<file path="src/rtl/wcmp_pkg.sv">
package wcmp_pkg;
  localparam int REG_W   = 8;
  localparam int NFLAG   = 4;
  localparam int PR_W    = 3;
  localparam int NSLOT   = 2;
  localparam logic [PR_W-1:0] PR_RST = 3'b111;
  typedef logic [NFLAG-1:0] flag_vec_t;
endpackage

</file>
<file path="src/rtl/wcmp_slot_cmp.sv">
module wcmp_slot_cmp #(
  parameter int DATA_W = 8,
  parameter int CH_W   = 4,
  parameter int CH_ID  = 6
) (
  input  logic              res_valid,
  input  logic [CH_W-1:0]   res_chan,
  input  logic [DATA_W-1:0] res_data,
  input  logic [DATA_W-1:0] thr_up,
  input  logic [DATA_W-1:0] thr_lo,
  output logic              hit_up,
  output logic              hit_lo
);
  localparam logic [CH_W-1:0] MY_CH = CH_W'(CH_ID);

  logic sel;

  always_comb begin
    sel    = res_valid && (res_chan == MY_CH);
    hit_up = sel && (res_data >= thr_up);
    hit_lo = sel && (res_data <  thr_lo);
  end
endmodule

</file>
<file path="src/rtl/wcmp_flag_bank.sv">
module wcmp_flag_bank
  import wcmp_pkg::*;
(
  input  logic      clk,
  input  logic      rst_n,
  input  flag_vec_t set_vec,
  input  logic      wr_en,
  input  flag_vec_t wr_keep,
  input  logic      clr_all,
  output flag_vec_t flags
);
  flag_vec_t flags_q, flags_d;
  logic      flags_en;

  always_comb begin
    flags_en = clr_all || wr_en || (|set_vec);
    if (clr_all) begin
      flags_d = '0;
    end else if (wr_en) begin
      flags_d = flags_q & wr_keep;
    end else begin
      flags_d = flags_q | set_vec;
    end
  end

  always_ff @(posedge clk or negedge rst_n) begin
    if (!rst_n) begin
      flags_q <= '0;
    end else if (flags_en) begin
      flags_q <= flags_d;
    end
  end

  assign flags = flags_q;
endmodule

</file>
<file path="src/rtl/wcmp_prescale_store.sv">
module wcmp_prescale_store
  import wcmp_pkg::*;
(
  input  logic            clk,
  input  logic            rst_n,
  input  logic            wr_en,
  input  logic [PR_W-1:0] wr_val,
  output logic [PR_W-1:0] pr
);
  logic [PR_W-1:0] pr_q, pr_d;

  always_comb begin
    pr_d = wr_en ? wr_val : pr_q;
  end

  always_ff @(posedge clk or negedge rst_n) begin
    if (!rst_n) begin
      pr_q <= PR_RST;
    end else if (wr_en) begin
      pr_q <= pr_d;
    end
  end

  assign pr = pr_q;
endmodule

</file>
<file path="src/rtl/window_flag_monitor.sv">
module window_flag_monitor
  import wcmp_pkg::*;
#(
  parameter int DATA_W  = 8,
  parameter int CH_W    = 4,
  parameter int CH_BASE = 6
) (
  input  logic              clk,
  input  logic              rst_n,
  input  logic              res_valid,
  input  logic [CH_W-1:0]   res_chan,
  input  logic [DATA_W-1:0] res_data,
  input  logic [DATA_W-1:0] thr_up_c6,
  input  logic [DATA_W-1:0] thr_lo_c6,
  input  logic [DATA_W-1:0] thr_up_c7,
  input  logic [DATA_W-1:0] thr_lo_c7,
  input  logic              reg_wr_en,
  input  logic [REG_W-1:0]  reg_wr_data,
  input  logic              sw_clr_req,
  output logic [REG_W-1:0]  reg_rd_data,
  output logic              oor_irq
);
  localparam int FLAG_LSB = REG_W - NFLAG;

  logic [NSLOT-1:0]  hit_up, hit_lo;
  logic [DATA_W-1:0] thr_up [NSLOT];
  logic [DATA_W-1:0] thr_lo [NSLOT];
  flag_vec_t         set_vec, flags;
  logic [PR_W-1:0]   pr;

  always_comb begin
    thr_up[0] = thr_up_c6;
    thr_lo[0] = thr_lo_c6;
    thr_up[1] = thr_up_c7;
    thr_lo[1] = thr_lo_c7;
  end

  for (genvar s = 0; s < NSLOT; s++) begin : g_slot
    wcmp_slot_cmp #(
      .DATA_W (DATA_W),
      .CH_W   (CH_W),
      .CH_ID  (CH_BASE + s)
    ) u_cmp (
      .res_valid (res_valid),
      .res_chan  (res_chan),
      .res_data  (res_data),
      .thr_up    (thr_up[s]),
      .thr_lo    (thr_lo[s]),
      .hit_up    (hit_up[s]),
      .hit_lo    (hit_lo[s])
    );
  end

  // Flag order, MSB first: upper c7, upper c6, lower c7, lower c6
  assign set_vec = {hit_up[1], hit_up[0], hit_lo[1], hit_lo[0]};

  wcmp_flag_bank u_flags (
    .clk     (clk),
    .rst_n   (rst_n),
    .set_vec (set_vec),
    .wr_en   (reg_wr_en),
    .wr_keep (reg_wr_data[REG_W-1:FLAG_LSB]),
    .clr_all (sw_clr_req),
    .flags   (flags)
  );

  wcmp_prescale_store u_pr (
    .clk    (clk),
    .rst_n  (rst_n),
    .wr_en  (reg_wr_en),
    .wr_val (reg_wr_data[PR_W-1:0]),
    .pr     (pr)
  );

  assign reg_rd_data = {flags, 1'b1, pr};
  assign oor_irq     = |flags;
endmodule

</file>
<file path="config.mk">
export PLATFORM = sky130hd
export DESIGN_NAME = window_flag_monitor
export DESIGN_NICKNAME = d
export VERILOG_FILES = /design/src/rtl/wcmp_pkg.sv /design/src/rtl/wcmp_slot_cmp.sv /design/src/rtl/wcmp_flag_bank.sv /design/src/rtl/wcmp_prescale_store.sv /design/src/rtl/window_flag_monitor.sv
export SDC_FILE = /design/constraint.sdc
export NUM_CORES = 1
export LEC_CHECK = 0
export ABC_CLOCK_PERIOD_IN_PS = 2700
export BUFFER_PORTS_ARGS = -buffer_cell sky130_fd_sc_hd__buf_2
export CORE_MARGIN = 2
export CORE_UTILIZATION = 46
export DETAILED_ROUTE_END_ITERATION = 16
export PLACE_DENSITY = 0.85
export SLEW_MARGIN = 25
export SYNTH_ARGS = -nofsm -noshare
export SYNTH_HDL_FRONTEND = slang
export SYNTH_SLANG_ARGS = --single-unit
</file>
<file path="constraint.sdc">
create_clock -name clk -period 2.7 [get_ports clk]
set_input_delay 0.81 -clock clk [delete_from_list [all_inputs] [get_ports clk]]
set_output_delay 0.81 -clock clk [all_outputs]
set_load 0.05 [all_outputs]
</file>
==> reports/results.ini <==
[final_layout]
antennaDiodeCount=0
seqCellArea_um2=179
final_nets=285
multi_input_area_um2=743
final_design_area_no_fill_um2=1420
post-route-util_pct=64.8
final-instance-count-excl-fill=225
drive_above_1_share_pct=37.1
syn2layout_area_growth_pct=35.2
fillCellCount=197

[logic_synthesis]
synth_commonest_cells=inv_1 (32), ha_1 (30), a21oi_1 (9), nor2_1 (9), o21ai_0 (8)
synth.area.mux_share_pct=3.22
synthSimpleGateAreaFrac_pct=13.1
ys_types=28
synth.most_common_cell=inv_1
synth_xor_area_share_pct=0
postSynthAreaPerCell_um2=8.01
synthFlopType=dfrtp_1
synth_area_leader_cell=ha_1
synth_edf_count=0
synth_top_area_share_pct=35.8
yosys.area_share.adder_pct=35.8
async_flop_share_pct=100
synthTopCellsByArea=ha_1 (36%), inv_1 (11%), dfrtp_1 (9.5%)
seq_area_frac_synth_pct=17.0
synth_top_family_by_area=adder cells
synth_seq_cells=7
syn_nets=218
synth_warnings=0
synth_compound_area_share_pct=18.4
netlist_area_um2=1050
syn_inst=131

[power_and_ir_drop]
p_leak_nw=0.892
power_frac_clock_pct=24.5
peakVddDrop_uv=226
combinationalPowerShare_pct=45.6
power.switching_w=0.000139
power.density_nw_per_um2=273
p_seq_share_pct=29.8
p_int_w=0.000248
switching_share_pct=35.9

[sta]
tns_ps=0
fmax_ghz=0.455
fin_skew_ps=0
period_share_pct=81.4
hold_violations=0
grt_setup_unrepaired=false
finalSetupViolCount=0
fin_crit_ps=2200
slew_viol_final=0

[placement]
hpwlAfterDp_um=2520
placed_cell_area_um2=1390
io_buffers=63
gp_congestion=0.813
dp.cells=221

[global_route]
grt_max_degree=8
grt_pass1_vias=1129
overflow=0
grt_pass1_wl_um=4460
antenna_found_initial=0
grt_usage_pct=22.0

[detailed_routing]
postRouteWirelength_um=2720
remaining_drc_errors=0
vias=1171
dr.pass1.iters=4
viasPerCell=5.20
ant_nets=0
drtIter0Drc=15
wl_per_cell_um=12.1

[min_path]
hp-class=in2async

[setup_path]
crit_chain=or4_1, buf_2
startpoint_type=register
cp.arrival_ps=1390
cp_max_fo=3
cpPeakStageDelay_ps=520
critPathCaptureType=output port
worstPathRequired_ps=1890
worstSetupPathType=reg2out
cp_slowest_cell=or4_1

[floorplan]
die_w_um=51.8
start_util_pct=47.9
die_area_um2=2680
die_h_um=51.8
core_area_um2=2190
ios=66
core.rowCount=17

[cts]
post_cts_resize_count=0
cts_tree=done
clkTransAtPathRegs_ps=60
ctsRootBufferMaster=clkbuf_4
insertion_delay_ps=240
cts_made_buffers=3
clkSinkCount=7
postCtsHoldBufs=0
ctsHtreeMaxLevel=1
clockBufferDepth=2
cts_setup_buffers=0

[status]
status=finished clean

[run]
maxCapViolCount=0

## routing by layer
layer | wire length, um | vias to the layer above | part of all wire [%] | track usage, %
met3 | 171 | 4 | 6.3 | 3.45
met1 | 1100 | 529 | 40 | 24.0
met2 | 1410 | 53 | 52 | 43.4
met5 | 0 | - | 0 | 0
li1 | - | 585 | - | -
met4 | 37 | 0 | 1.4 | 5.26
## per-stage QoR
stage	hold slack (ps)	setup slack, ps	total power [W]
after floorplan	514	507	0.000220
after global placement	499	596	0.000282
after detailed placement	506	604	0.000295
after CTS	387	502	0.000391
after global routing	394	463	0.000420
final	389	501	0.000387
## kinds of logic after synthesis
family	Yosys count
other	1
adders and majority gates	30
AOI/OAI and AO/OA	30
muxes	3
buffers and inverters	33
and+or+nand+nor	27
DFF	7
## layout by cell type, fill, tap and decap left out, drive strengths merged, types with 3 or more instances in the layout
cell type   n
mux2        3
o31ai       3
dfstp       3
inv        32
buf        63
a21oi       9
nand2       5
or4         3
dfrtp       4
o21ai       8
nor2        9
ha         30
clkbuf      4
nand4       3
## registers in the layout, summed over array words and instances (netlist names)
| register | flops |
|---|---|
| u_pr.pr | 3 |
| u_flags.flags | 4 |
## final cells by class
type / instances / share of cell area [%]
well taps: 28 / 2.47
inverters: 32 / 8.47
multi-input cells: 91 / 52.4
clock buffers: 4 / 1.85
repair buffers: 63 / 22.2
flip-flops and latches: 7 / 12.6
## critical path: cells and delay by family (launching register included)
family | cells | cell delay, ps
buf+inv | 1 | 220
flops | 1 | 400
simple gates | 1 | 520
## final timing paths
kind / startpoint / to / slack [ps] / cells past startpoint
max: u_flags.flags[2]$_DFFE_PN0P_ / oor_irq / 500 / 2
min: rst_n / u_flags.flags[1]$_DFFE_PN0P_ / 390 / 1
max reg2reg: u_flags.flags[2]$_DFFE_PN0P_ / u_flags.flags[2]$_DFFE_PN0P_ / 1710 / 3
min reg2reg: u_flags.flags[0]$_DFFE_PN0P_ / u_flags.flags[0]$_DFFE_PN0P_ / 530 / 1
max in group asynchronous: rst_n / u_pr.pr[0]$_DFFE_PN1P_ / 2070 / 1
min in group clk: u_flags.flags[0]$_DFFE_PN0P_ / u_flags.flags[0]$_DFFE_PN0P_ / 530 / 1
## power by group through the flow
stage,Combinational [W],Clock [W],Sequential [W]
2_1_floorplan,0.0000846,0,0.000135
3_3_place_gp,0.000165,0,0.000117
3_5_place_dp,0.000178,0,0.000117
4_1_cts,0.000179,0.0000966,0.000116
5_1_grt,0.000201,0.000103,0.000116
6_report,0.000177,0.0000950,0.000116
Note: power is estimated with default switching activity, not from simulation.
